[config.mk]
export PLATFORM = sky130hd
export DESIGN_NAME = i2c_fifo_pair
export DESIGN_NICKNAME = d
export VERILOG_FILES = /design/src/rtl/i2c_fifo_pair_pkg.sv /design/src/rtl/i2c_fifo_store.sv /design/src/rtl/i2c_fifo_level.sv /design/src/rtl/i2c_flush_seq.sv /design/src/rtl/i2c_fifo_pair.sv
export SDC_FILE = /design/constraint.sdc
export NUM_CORES = 1
export LEC_CHECK = 0
export BUFFER_PORTS_ARGS = -buffer_cell sky130_fd_sc_hd__buf_2
export CAP_MARGIN = 20
export CELL_PAD_IN_SITES_DETAIL_PLACEMENT = 0
export CELL_PAD_IN_SITES_GLOBAL_PLACEMENT = 2
export CORE_ASPECT_RATIO = 1.5
export CORE_UTILIZATION = 30
export DETAILED_ROUTE_END_ITERATION = 10
export PLACE_DENSITY_LB_ADDON = 0.1
export SLEW_MARGIN = 20
export SYNTH_ARGS = -nofsm -noshare
export SYNTH_HDL_FRONTEND = slang
export SYNTH_SLANG_ARGS = --single-unit
[constraint.sdc]
create_clock -name clk -period 4.3 [get_ports clk]
set_input_delay 0.43 -clock clk [delete_from_list [all_inputs] [get_ports clk]]
set_output_delay 0.43 -clock clk [all_outputs]
set_load 0.01 [all_outputs]
[src/rtl/i2c_fifo_pair_pkg.sv]
package i2c_fifo_pair_pkg;
   // Control word bit positions; software decodes these.
   localparam int unsigned FLUSH_TX_POS = 7;
   localparam int unsigned FLUSH_RX_POS = 8;

   typedef enum logic {
      NEAR_AT_OR_BELOW = 1'b0,
      NEAR_AT_OR_ABOVE = 1'b1
   } near_mode_e;
endpackage

[src/rtl/i2c_fifo_store.sv]
module i2c_fifo_store #(
   parameter int unsigned DATA_W = 8,
   parameter int unsigned DEPTH  = 16
) (
   input  logic                         clk,
   input  logic                         rst_n,
   input  logic                         clr,
   input  logic                         push,
   input  logic [DATA_W-1:0]            push_data,
   input  logic                         pop,
   output logic [DATA_W-1:0]            head,
   output logic [$clog2(DEPTH+1)-1:0]   count
);
   localparam int unsigned AW = $clog2(DEPTH);
   localparam int unsigned CW = $clog2(DEPTH+1);

   logic [DATA_W-1:0] mem [DEPTH];
   logic [AW-1:0]     wptr;
   logic [AW-1:0]     rptr;
   logic [CW-1:0]     cnt;
   logic              do_push;
   logic              do_pop;

   assign do_push = push && (cnt != CW'(DEPTH));
   assign do_pop  = pop  && (cnt != '0);

   always_ff @(posedge clk) begin
      if (!rst_n) begin
         wptr <= '0;
         rptr <= '0;
         cnt  <= '0;
      end else if (clr) begin
         wptr <= '0;
         rptr <= '0;
         cnt  <= '0;
      end else begin
         if (do_push) wptr <= wptr + 1'b1;
         if (do_pop)  rptr <= rptr + 1'b1;
         cnt <= cnt + CW'(do_push) - CW'(do_pop);
      end
   end

   always_ff @(posedge clk) begin
      if (do_push && !clr) mem[wptr] <= push_data;
   end

   assign head  = (cnt == '0) ? '0 : mem[rptr];
   assign count = cnt;
endmodule

[src/rtl/i2c_fifo_level.sv]
module i2c_fifo_level
   import i2c_fifo_pair_pkg::*;
#(
   parameter int unsigned DEPTH = 16,
   parameter int unsigned THR_W = 4,
   parameter near_mode_e  MODE  = NEAR_AT_OR_BELOW
) (
   input  logic [$clog2(DEPTH+1)-1:0] count,
   input  logic [THR_W-1:0]           thr,
   output logic                       empty,
   output logic                       full,
   output logic                       near
);
   localparam int unsigned CW = $clog2(DEPTH+1);

   assign empty = (count == '0);
   assign full  = (count == CW'(DEPTH));

   generate
      if (MODE == NEAR_AT_OR_BELOW) begin : g_below
         assign near = (count <= CW'(thr));
      end else begin : g_above
         assign near = (count >= CW'(thr));
      end
   endgenerate
endmodule

[src/rtl/i2c_flush_seq.sv]
module i2c_flush_seq #(
   parameter int unsigned CYCLES = 4
) (
   input  logic clk,
   input  logic rst_n,
   input  logic start,
   output logic busy,
   output logic done
);
   localparam int unsigned CW = (CYCLES > 1) ? $clog2(CYCLES) : 1;

   logic [CW-1:0] left;

   always_ff @(posedge clk) begin
      if (!rst_n) begin
         busy <= 1'b0;
         left <= '0;
      end else if (busy) begin
         if (left == '0) busy <= 1'b0;
         else            left <= left - 1'b1;
      end else if (start) begin
         busy <= 1'b1;
         left <= CW'(CYCLES - 1);
      end
   end

   assign done = busy && (left == '0);
endmodule

[src/rtl/i2c_fifo_pair.sv]
module i2c_fifo_pair
   import i2c_fifo_pair_pkg::*;
#(
   parameter int unsigned DATA_W       = 8,
   parameter int unsigned DEPTH        = 16,
   parameter int unsigned THR_W        = 4,
   parameter int unsigned FLUSH_CYCLES = 4
) (
   input  logic                               clk,
   input  logic                               rst_n,
   input  logic                               host_wr_en,
   input  logic [DATA_W-1:0]                  host_wr_data,
   input  logic                               host_rd_en,
   output logic [DATA_W-1:0]                  host_rd_data,
   input  logic                               ctl_wr_en,
   input  logic [FLUSH_RX_POS:FLUSH_TX_POS]   ctl_wdata,
   output logic [FLUSH_RX_POS:FLUSH_TX_POS]   ctl_rdata,
   input  logic                               tx_thr_we,
   input  logic                               rx_thr_we,
   input  logic [THR_W-1:0]                   thr_wdata,
   input  logic                               ovr_clr,
   input  logic                               eng_tx_pop,
   output logic [DATA_W-1:0]                  eng_tx_data,
   input  logic                               eng_rx_push,
   input  logic [DATA_W-1:0]                  eng_rx_data,
   output logic                               tx_empty,
   output logic                               tx_near_empty,
   output logic                               tx_full,
   output logic                               tx_ovr,
   output logic                               rx_empty,
   output logic                               rx_near_full,
   output logic                               rx_full
);
   localparam int unsigned CW    = $clog2(DEPTH+1);
   localparam int unsigned N_CH  = 2;
   localparam int unsigned CH_TX = 0;
   localparam int unsigned CH_RX = 1;

   generate
      if (DEPTH < 2 || (DEPTH & (DEPTH - 1)) != 0) begin : g_bad_depth
         $error("DEPTH must be a power of two of at least 2");
      end
      if ((1 << THR_W) > DEPTH) begin : g_bad_thr
         $error("largest threshold must stay below DEPTH");
      end
      if (FLUSH_CYCLES < 1) begin : g_bad_flush
         $error("FLUSH_CYCLES must be at least 1");
      end
   endgenerate

   // ---------------- flush sequencers, one per queue ----------------
   logic [N_CH-1:0] fl_start;
   logic [N_CH-1:0] fl_busy;
   logic [N_CH-1:0] fl_done;

   assign fl_start[CH_TX] = ctl_wr_en && ctl_wdata[FLUSH_TX_POS];
   assign fl_start[CH_RX] = ctl_wr_en && ctl_wdata[FLUSH_RX_POS];

   genvar g;
   generate
      for (g = 0; g < N_CH; g++) begin : g_flush
         i2c_flush_seq #(.CYCLES(FLUSH_CYCLES)) i_seq (
            .clk   (clk),
            .rst_n (rst_n),
            .start (fl_start[g]),
            .busy  (fl_busy[g]),
            .done  (fl_done[g])
         );
      end
   endgenerate

   assign ctl_rdata[FLUSH_TX_POS] = fl_busy[CH_TX];
   assign ctl_rdata[FLUSH_RX_POS] = fl_busy[CH_RX];

   // ---------------- threshold registers ----------------
   logic [THR_W-1:0] tx_thr_q;
   logic [THR_W-1:0] rx_thr_q;

   always_ff @(posedge clk) begin
      if (!rst_n) begin
         tx_thr_q <= '0;
         rx_thr_q <= '0;
      end else begin
         if (tx_thr_we) tx_thr_q <= thr_wdata;
         if (rx_thr_we) rx_thr_q <= thr_wdata;
      end
   end

   // ---------------- transmit queue ----------------
   logic [CW-1:0]     tx_cnt;
   logic [DATA_W-1:0] tx_head;
   logic              tx_wr_ok;
   logic              tx_wr_ovf;

   assign tx_wr_ok  = host_wr_en && !fl_busy[CH_TX] && !tx_full;
   assign tx_wr_ovf = host_wr_en && !fl_busy[CH_TX] &&  tx_full;

   i2c_fifo_store #(.DATA_W(DATA_W), .DEPTH(DEPTH)) i_tx_store (
      .clk       (clk),
      .rst_n     (rst_n),
      .clr       (fl_done[CH_TX]),
      .push      (tx_wr_ok),
      .push_data (host_wr_data),
      .pop       (eng_tx_pop && !fl_busy[CH_TX]),
      .head      (tx_head),
      .count     (tx_cnt)
   );

   i2c_fifo_level #(.DEPTH(DEPTH), .THR_W(THR_W), .MODE(NEAR_AT_OR_BELOW)) i_tx_level (
      .count (tx_cnt),
      .thr   (tx_thr_q),
      .empty (tx_empty),
      .full  (tx_full),
      .near  (tx_near_empty)
   );

   assign eng_tx_data = fl_busy[CH_TX] ? '0 : tx_head;

   always_ff @(posedge clk) begin
      if (!rst_n)         tx_ovr <= 1'b0;
      else if (tx_wr_ovf) tx_ovr <= 1'b1;
      else if (ovr_clr)   tx_ovr <= 1'b0;
   end

   // ---------------- receive queue ----------------
   logic [CW-1:0]     rx_cnt;
   logic [DATA_W-1:0] rx_head;

   i2c_fifo_store #(.DATA_W(DATA_W), .DEPTH(DEPTH)) i_rx_store (
      .clk       (clk),
      .rst_n     (rst_n),
      .clr       (fl_done[CH_RX]),
      .push      (eng_rx_push && !fl_busy[CH_RX]),
      .push_data (eng_rx_data),
      .pop       (host_rd_en && !fl_busy[CH_RX]),
      .head      (rx_head),
      .count     (rx_cnt)
   );

   i2c_fifo_level #(.DEPTH(DEPTH), .THR_W(THR_W), .MODE(NEAR_AT_OR_ABOVE)) i_rx_level (
      .count (rx_cnt),
      .thr   (rx_thr_q),
      .empty (rx_empty),
      .full  (rx_full),
      .near  (rx_near_full)
   );

   assign host_rd_data = fl_busy[CH_RX] ? '0 : rx_head;
endmodule

==> reports/results.tsv, run 1 <==
stage	metric	value	unit
place	hpwl	17400	microns
timing	fin_hold_ws	0.146	ns
final_layout	syn_to_final_growth	14.9	%
setup_path	cp_slowest_stage_delay	0.62	ns
clock_network	root_buffer	clkbuf_16	
routing	antenna_left	0	
clock_network	cts.sinks	305	
die	die_h	253	microns
die	rows	91	
clock_network	cts_tree	done	
routing	via_count	6164	
setup_path	path_class	reg -> out	
die	die_area	0.0428	sq mm
timing	fin_crit	3.19	ns
timing	skew	0.0183	ns
final_layout	layout-drive-gt1-share	21.8	%
timing	fin_ws	1.11	ns
final_layout	seqCellArea	0.00867	sq mm
setup_path	crit_arrival	2.76	ns
yosys	yosysUniqueCellTypes	41	
yosys	syn_avg_cell_area	17.5	sq um
final_layout	num-fill-cells	4008	
power	power.total	0.00752	W
yosys	ys_async_sr_fraction	0	%
setup_path	critPathMaxFanout	32	
power	ir_drop	258	uV
global_route	grt_pass1_wl	40500	microns
clock_network	cts_resized	0	
yosys	synth_edf_count	256	
setup_path	cpMaxStageDelayCell	mux4_1	
yosys	synthCells	720	
place	gp_congestion	0.748	
timing	max-slew-margin-rel	30.4	%
clock_network	numCtsBuffers	30	
clock_network	clk_path_buf_depth	3	
setup_path	crit_required	3.87	ns
global_route	grt_max_degree	33	
die	core_area	0.0412	sq mm
yosys	ys_seq_area_share	68.9	%
power	power_density	520	mW/mm^2
outcome	status	complete, no violations	
die	fp.dieW	169	microns
place	dp_slack	1.28	ns
clock_network	holdBufCountCts	0	
setup_path	cp_cell_sequence	buf_4 > mux4_1 > mux2_2 > o21ai_0 > a21oi_1 > buf_2	
yosys	yosys_warnings	0	
timing	slew_viol_final	0	
hold_path	worstHoldPathType	in -> reg	
clock_network	insertion_delay	0.58	ns
clock_network	postCtsSetupBuffers	0	
final_layout	antenna_cells	0	
setup_path	end_kind	output pin	
timing	fmax	0.313	GHz
timing	min_period_over_period	74.2	%
yosys	ys.flop_type	edfxtp_1	
final_layout	multi_input_area	0.00359	sq mm
global_route	grt_pass1_vias	6620	
routing	wl_per_cell	19.4	microns
die	initial_core_util	30.5	%
routing	drcViolationCount	0	
global_route	track_usage	12.8	%
die	num_io_pins	57	
run	maxCapViolCount	0	
clock_network	htree_levels	1	
yosys	synth_nets	784	
yosys	synth_area	0.0126	sq mm
routing	drtIter0Drc	324	
final_layout	final_nets	847	
place	portBuffers	56	
routing	drt_pass1_iterations	4	
global_route	grt-ovfl-total	0	
routing	totalWireLength	26500	microns
routing	via_per_inst	4.52	
yosys	synth-seq-cells	305	
timing	rsz0062_at_grt	false	
clock_network	clkTransAtPathRegs	0.06	ns
timing	worstMarginPinSlew	1.04	ns
power	power_leakage	4.81	nW
setup_path	start_kind	flip-flop	
timing	report.final.hold_viol_count	0	
timing	setup_viol	0	
timing	fin_setup_tns	0	ns
global_route	antenna_found_initial	0	
where the power goes:
group / internal, W / switching [W]
clock network: 0.00158 / 0.00112
logic: 0.000631 / 0.000709
registers: 0.00333 / 0.000141
final cells by class:
cell class | instances | area share, %
Sequential cell | 305 | 60.0
Multi-Input combinational cell | 351 | 24.8
Clock buffer | 39 | 5.65
Tap cell | 558 | 4.83
Timing Repair Buffer | 68 | 2.56
Clock inverter | 17 | 1.43
Inverter | 27 | 0.701
synthesized netlist by cell type, types with 7 or more instances:
cell type	instances	area, sq um
a21oi_1	28	140
buf_2	11	55.1
clkbuf_1	16	60.1
dfxtp_1	49	981
edfxtp_1	256	7690
ha_1	30	375
inv_1	27	101
mux2_2	16	180
mux2i_1	27	270
mux4_1	25	657
mux4_2	39	878
nand2_1	20	75.1
nand2b_1	7	43.8
nor2_1	56	210
nor2b_1	15	93.8
nor3_1	10	50.1
o21ai_0	10	50.1
o21ai_1	9	45.0
xnor2_1	15	131
worst paths after layout:
check / from / end / slack [ns] / depth (start not counted)
worst min-delay path: thr_wdata[1] / tx_thr_q[1] / 0.15 / 3
worst max-delay path: flip-flop / host_rd_data[7] / 1.11 / 6
worst max register to register: i_tx_store.count[3] / i_tx_store.count[4] / 1.26 / 12
worst min register to register: g_flush[0].i_seq.left[1] / g_flush[0].i_seq.left[1] / 0.50 / 1
through the flow:
step / cells / util [%] / instance area [sq um]
after global routing: 1365 / 35.1 / 14500
after CTS: 1365 / 35.1 / 14500
after global placement: 1309 / 32.6 / 13400
after floorplan: 720 / - / 12600
after detailed placement: 1309 / 32.6 / 13400
final: 1365 / 35.1 / 14500
sequential cells by signal (all words and copies together), names as in the netlist, named ones only:
signal,flops
i_tx_store.rptr,4
i_rx_store.wptr,4
i_rx_store.mem,128
g_flush.i_seq.left,4
tx_ovr,1
g_flush.i_seq.busy,2
rx_thr_q,4
i_tx_store.wptr,4
tx_thr_q,4
i_rx_store.rptr,4
i_tx_store.count,5
i_tx_store.mem,128
i_rx_store.count,5
per-layer routing:
layer	part of all wire (%)	vias to the layer above	GRT usage, %	routed length (microns)
li1	-	2914	-	-
met1	39	3145	14.0	10300
met2	56	76	24.9	14800
met3	3.0	29	1.73	788
met4	2.0	0	3.91	520
met5	0	-	0	0
cells by family after synthesis:
| group | Yosys count | synth area share (%) |
|---|---|---|
| flops | 305 | 68.9 |
| simple gates | 134 | 5.34 |
| mux | 107 | 15.8 |
| buf+inv | 64 | 2.67 |
| compound gates | 58 | 2.63 |
| fa+ha+maj | 32 | 3.30 |
| xor+xnor | 20 | 1.39 |
cells in the final DEF, fill, tap and decap left out, drive strengths merged, types with 15 or more instances in the layout:
| master | instances |
|---|---|
| a21oi | 28 |
| mux2i | 27 |
| inv | 28 |
| dfxtp | 49 |
| xnor2 | 15 |
| nor2b | 15 |
| edfxtp | 256 |
| nand2 | 20 |
| mux4 | 64 |
| ha | 30 |
| nor2 | 56 |
| clkbuf | 39 |
| buf | 68 |
| o21ai | 20 |
| mux2 | 16 |
worst max-delay path: cells and delay by family (launching register included):
kind	cells	cell delay (ns)
compound gates	2	0.32
mux	2	0.90
buf+inv	2	0.65
flops	1	0.31
Power figures use the tool's default switching activity.
==> inputs of run 2 (changes only) <==
- ABC_AREA: not set -> 1
- clock period: 4.3 -> 3.25 ns (I/O delays scaled with it)
==> run 2 against run 1 <==
Compared with the run above: sequential power is 30% higher; highest routed layer unchanged; largest power group unchanged; register-to-register slack got worse by 0.59 ns; area after synthesis grew 10%; first-iteration DRC count rose by 22%; critical path depth grew 2; clock power is 38% higher; non-clock buffer count increased by 11; global-route usage is 3.9 points higher; final cell count up 55%; sequential share of layout area down 4.9 points; setup slack got worse by 0.65 ns; clock skew fell by 0.0036 ns.
==> reports/results.tsv, run 2 <==
stage	metric	value	unit
outcome	status	complete, no violations	
final_layout	final_nets	1569	
yosys	ys_async_sr_fraction	0	%
timing	fin_hold_ws	0.0632	ns
yosys	yosysUniqueCellTypes	26	
clock_network	cts_tree	done	
final_layout	stdcell_count	2116	
timing	max-slew-margin-rel	39.0	%
power	power_leakage	6.89	nW
global_route	grt_max_degree	65	
setup_path	crit_top_cell	nand3_1	
die	initial_core_util	30.3	%
setup_path	crit_required	2.92	ns
clock_network	clk_path_buf_depth	3	
yosys	synth_area_leaders	edfxtp_1, nand2_1, inv_1	
yosys	synthCells	1443	
place	dpl-instance-area	0.0147	sq mm
timing	fmax	0.359	GHz
final_layout	layout_commonest_cell	nand2_1	
yosys	yosys_warnings	0	
setup_path	crit_arrival	2.46	ns
yosys	syn_avg_cell_area	9.59	sq um
clock_network	cts.sinks	305	
setup_path	critPathMaxFanout	39	
setup_path	start_kind	flip-flop	
die	fp.dieW	177	microns
place	portBuffers	56	
final_layout	mostFrequentLayoutCells	nand2_1, inv_1, edfxtp_1	
routing	totalWireLength	37800	microns
hold_path	worstHoldPathType	in -> reg	
die	die_h	265	microns
place	hpwl	25500	microns
clock_network	htree_levels	2	
final_layout	layout-drive-gt1-share	9.16	%
clock_network	clkTransAtPathRegs	0.06	ns
place	dp_cells	2057	
timing	setup_viol	0	
routing	via_count	9215	
yosys	synth_area	0.0138	sq mm
clock_network	cts_resized	0	
place	gp_congestion	0.780	
timing	fin_setup_tns	0	ns
clock_network	postCtsSetupBuffers	0	
final_layout	antenna_cells	0	
setup_path	cpMaxStageDelayCell	inv_2	
routing	via_per_inst	4.35	
yosys	synth-seq-cells	305	
routing	drtIter0Drc	395	
run	maxCapViolCount	0	
yosys	synthTopCellsByCount	nand2_1, inv_1, edfxtp_1	
yosys	synth_edf_count	256	
clock_network	root_buffer	clkbuf_16	
die	rows	96	
yosys	synth_most_common_cell	nand2_1	
timing	worstMarginPinSlew	0.912	ns
final_layout	num-fill-cells	4737	
final_layout	largestRegisters	i_rx_store.mem (128), i_tx_store.mem (128)	
setup_path	end_kind	output pin	
place	dp_slack	0.629	ns
clock_network	numCtsBuffers	34	
setup_path	cp_slowest_stage_delay	0.58	ns
final_layout	final_cell_area	0.0157	sq mm
routing	antenna_left	0	
yosys	synth_top_area_share	55.6	%
timing	fin_ws	0.462	ns
routing	drt_pass1_iterations	5	
power	power_density	720	mW/mm^2
routing	drcViolationCount	0	
global_route	track_usage	16.6	%
global_route	antenna_found_initial	0	
global_route	grt_pass1_vias	9377	
clock_network	insertion_delay	0.52	ns
timing	report.final.hold_viol_count	0	
yosys	ys.flop_type	edfxtp_1	
die	num_io_pins	57	
setup_path	path_class	reg -> out	
final_layout	syn_to_final_growth	13.7	%
routing	wl_per_cell	17.9	microns
global_route	grt_pass1_wl	56900	microns
power	ir_drop	388	uV
yosys	ys_seq_area_share	62.7	%
die	core_area	0.0456	sq mm
timing	fin_crit	2.79	ns
timing	rsz0062_at_grt	false	
timing	min_period_over_period	85.8	%
yosys	synth_nets	1507	
yosys	synth.largest_area_cell	edfxtp_1	
setup_path	cp_cell_sequence	inv_2 > buf_4 > nand2_1 > nand3_1 > nand3_1 > a21oi_1 > nor2_1 > buf_2	
timing	slew_viol_final	0	
timing	skew	0.0146	ns
global_route	grt-ovfl-total	0	
clock_network	holdBufCountCts	0	
die	die_area	0.0470	sq mm
==> run 2: changes by cell type after synthesis, moves of 19 or more <==
cell,delta
mux2i_1,-27
mux4_2,-39
nand2_1,+374
a21oi_1,+26
mux4_1,-25
nand3_1,+178
nor2_1,+19
inv_1,+261
==> run 2: area by class of cell <==
cell class | instances | area (sq um) | area share (%)
inverters | 297 | 1110 | 7.09
clock buffers | 49 | 991 | 6.30
repair buffers | 79 | 453 | 2.88
flip-flops and latches | 305 | 8670 | 55.1
multi-input cells | 788 | 3690 | 23.4
clock inverters | 10 | 73.8 | 0.469
well taps | 588 | 736 | 4.68
==> run 2: path summary, 6_finish.rpt <==
| check | start | to | slack [ns] | depth (start not counted) |
|---|---|---|---|---|
| worst min-delay path | ovr_clr | tx_ovr | 0.06 | 4 |
| worst max-delay path | flip-flop | eng_tx_data[2] | 0.46 | 8 |
| worst min register to register | g_flush[1].i_seq.left[1] | g_flush[1].i_seq.left[1] | 0.46 | 2 |
| worst max register to register | i_tx_store.count[2] | i_tx_store.count[4] | 0.67 | 15 |
==> run 2: stage by stage <==
step | utilization, % | total power [W]
2_1_floorplan | - | 0.00673
3_3_place_gp | 32.1 | 0.00783
3_5_place_dp | 32.1 | 0.00781
4_1_cts | 34.5 | 0.0116
5_1_grt | 34.5 | 0.0121
6_report | 34.5 | 0.0113
==> run 2: kinds of logic after synthesis <==
group,count (synthesis),synth area share (%)
xor gates and xnor gates,11,0.696
and+or+nand+nor,665,20.0
adders and majority gates,32,3.00
buffers and inverters,350,10.7
DFF,305,62.7
AOI/OAI and AO/OA,80,2.93
==> run 2: power breakdown <==
group / switching, W / leakage (nW) / internal [W]
clock network: 0.00154 / 0.522 / 0.00219
logic: 0.00211 / 3.66 / 0.000939
registers: 0.000112 / 2.71 / 0.00443
total: 0.00376 / 6.89 / 0.00757
==> run 2: worst max-delay path: cells and delay by family (launching register included) <==
family	cells	cell delay, ns
buffers and inverters	3	1.09
AND/OR/NAND/NOR	4	0.34
flip-flops	1	0.32
AO/OA/AOI/OAI	1	0.18
==> run 2: routing by layer <==
| layer | vias up | track usage, % | wire (microns) |
|---|---|---|---|
| li1 | 4698 | - | - |
| met1 | 4323 | 16.8 | 13900 |
| met2 | 134 | 33.5 | 21700 |
| met3 | 60 | 2.14 | 1020 |
| met4 | 0 | 6.31 | 1200 |
| met5 | - | 0 | 0 |
==> inputs of run 3 (changes only) <==
--- a/config.mk
+++ b/config.mk
@@ -6,5 +6,5 @@
 export NUM_CORES = 1
 export LEC_CHECK = 0
-export ABC_AREA = 1
+export ABC_AREA = 0
 export BUFFER_PORTS_ARGS = -buffer_cell sky130_fd_sc_hd__buf_2
 export CAP_MARGIN = 20
==> constraint.sdc (replaced) <==
create_clock -name clk -period 3.25 [get_ports clk]
set_input_delay 0 -clock clk [delete_from_list [all_inputs] [get_ports clk]]
set_output_delay 0 -clock clk [all_outputs]
set_load 0.01 [all_outputs]
==> run 3 against run 2 <==
Compared with the run above: utilization up 2.0 points; total power down 13%; via count down 31%; flip-flop and latch count unchanged; global-route usage down 3.8 points; critical path type unchanged; worst hold slack better by 0.20 ns; register-to-register slack worse by 0.19 ns; routed wire length down 30%; critical path depth down 2.
==> reports/results.tsv, run 3 (synthesis results as in run 1) <==
stage	metric	value	unit
place	hpwl	17700	microns
power	power_density	656	mW/mm^2
clock_network	root_buffer	clkbuf_16	
place	portBuffers	56	
setup_path	critPathMaxFanout	32	
setup_path	cp_cell_sequence	buf_4 > mux4_1 > mux2_2 > o21ai_0 > a21oi_1 > buf_2	
clock_network	insertion_delay	0.59	ns
global_route	grt_max_degree	33	
setup_path	start_kind	flip-flop	
global_route	antenna_found_initial	0	
die	fp.dieW	169	microns
timing	fin_crit	2.83	ns
timing	min_period_over_period	87.1	%
final_layout	seqCellArea	0.00867	sq mm
setup_path	cp_slowest_stage_delay	0.61	ns
die	die_area	0.0428	sq mm
power	power_leakage	5.10	nW
setup_path	cpMaxStageDelayCell	mux4_1	
place	dp_cells	1338	
final_layout	syn_to_final_growth	19.3	%
final_layout	multi_input_area	0.00358	sq mm
clock_network	cts.sinks	305	
setup_path	end_kind	output pin	
routing	antenna_left	0	
die	rows	91	
die	num_io_pins	57	
routing	via_count	6401	
global_route	grt_pass1_vias	7045	
outcome	status	complete, no violations	
clock_network	numCtsBuffers	31	
hold_path	worstHoldPathType	in -> reg	
run	maxCapViolCount	0	
timing	setup_viol	0	
final_layout	largestRegisters	i_rx_store.mem (128), i_tx_store.mem (128)	
routing	via_per_inst	4.46	
clock_network	clk_path_buf_depth	3	
timing	worstMarginPinSlew	0.894	ns
routing	drt_pass1_iterations	4	
final_layout	final_nets	918	
final_layout	layout_commonest_cell	edfxtp_1	
final_layout	num-fill-cells	3947	
clock_network	htree_levels	1	
power	ir_drop	402	uV
final_layout	antenna_cells	0	
global_route	grt_pass1_wl	41300	microns
timing	skew	0.0222	ns
timing	slew_viol_final	0	
final_layout	mostFrequentLayoutCells	edfxtp_1, nor2_1, buf_2	
die	core_area	0.0412	sq mm
clock_network	clkTransAtPathRegs	0.06	ns
final_layout	post-route-util	36.4	%
timing	fin_setup_tns	0	ns
clock_network	cts_tree	done	
global_route	track_usage	12.9	%
clock_network	cts_resized	0	
setup_path	crit_arrival	2.83	ns
setup_path	path_class	reg -> out	
timing	max-slew-margin-rel	40.2	%
die	die_h	253	microns
routing	wl_per_cell	18.5	microns
routing	drcViolationCount	0	
final_layout	layout-drive-gt1-share	22.6	%
setup_path	crit_required	3.25	ns
final_layout	stdcell_count	1436	
routing	drtIter0Drc	305	
timing	report.final.hold_viol_count	0	
die	initial_core_util	30.5	%
place	gp_congestion	0.747	
timing	fmax	0.353	GHz
routing	totalWireLength	26500	microns
timing	rsz0062_at_grt	false	
global_route	grt-ovfl-total	0	
## run 3: cell type report
cell class | count | share of cell area [%]
clock buffers | 40 | 5.46
inverters | 27 | 0.675
repair buffers | 138 | 6.65
flip-flops and latches | 305 | 57.7
well taps | 558 | 4.65
clock inverters | 17 | 0.992
multi-input cells | 351 | 23.8
## run 3: through the flow
stage | worst slack (ns) | instance area (sq um) | power [W] | hold WS [ns]
after floorplan | 0.331 | 12600 | 0.00590 | 0.0989
after global placement | 0.532 | 13600 | 0.00653 | 0.283
after detailed placement | 0.468 | 13600 | 0.00655 | 0.289
after CTS | 0.379 | 15000 | 0.0100 | 0.236
after global routing | 0.249 | 15000 | 0.0104 | 0.310
final | 0.419 | 15000 | 0.00984 | 0.260
## run 3: path summary, 6_finish.rpt
path | end | slack, ns | from | cells past startpoint
worst min register to register | g_flush[0].i_seq.left[1] | 0.50 | g_flush[0].i_seq.left[1] | 1
worst min-delay path | rx_thr_q[1] | 0.26 | thr_wdata[1] | 4
worst max register to register | i_tx_store.count[4] | 0.48 | i_tx_store.count[3] | 13
worst max-delay path | host_rd_data[7] | 0.42 | flip-flop | 6
## run 3: timing repair
item	in CTS	in global routing
setup buffers	0	0
hold endpoints to repair	285	0
hold buffers	41	0
## run 3: where the power goes
group	internal [W]	switching, W
Sequential	0.00441	0.000127
Combinational	0.000904	0.00102
Clock	0.00194	0.00145
## run 3: worst max-delay path, delay by kind of cell, from the launching register on
kind | cells | cell delay, ns
flip-flops | 1 | 0.30
buffers and inverters | 2 | 0.66
AO/OA/AOI/OAI | 2 | 0.40
multiplexers | 2 | 0.89
## run 3: layer usage
| metal | up-vias | GRT usage, % | part of all wire [%] |
|---|---|---|---|
| li1 | 3060 | - | - |
| met1 | 3239 | 14.2 | 40 |
| met2 | 65 | 25.0 | 56 |
| met3 | 37 | 1.61 | 2.4 |
| met4 | 0 | 4.35 | 2.5 |
| met5 | - | 0 | 0 |
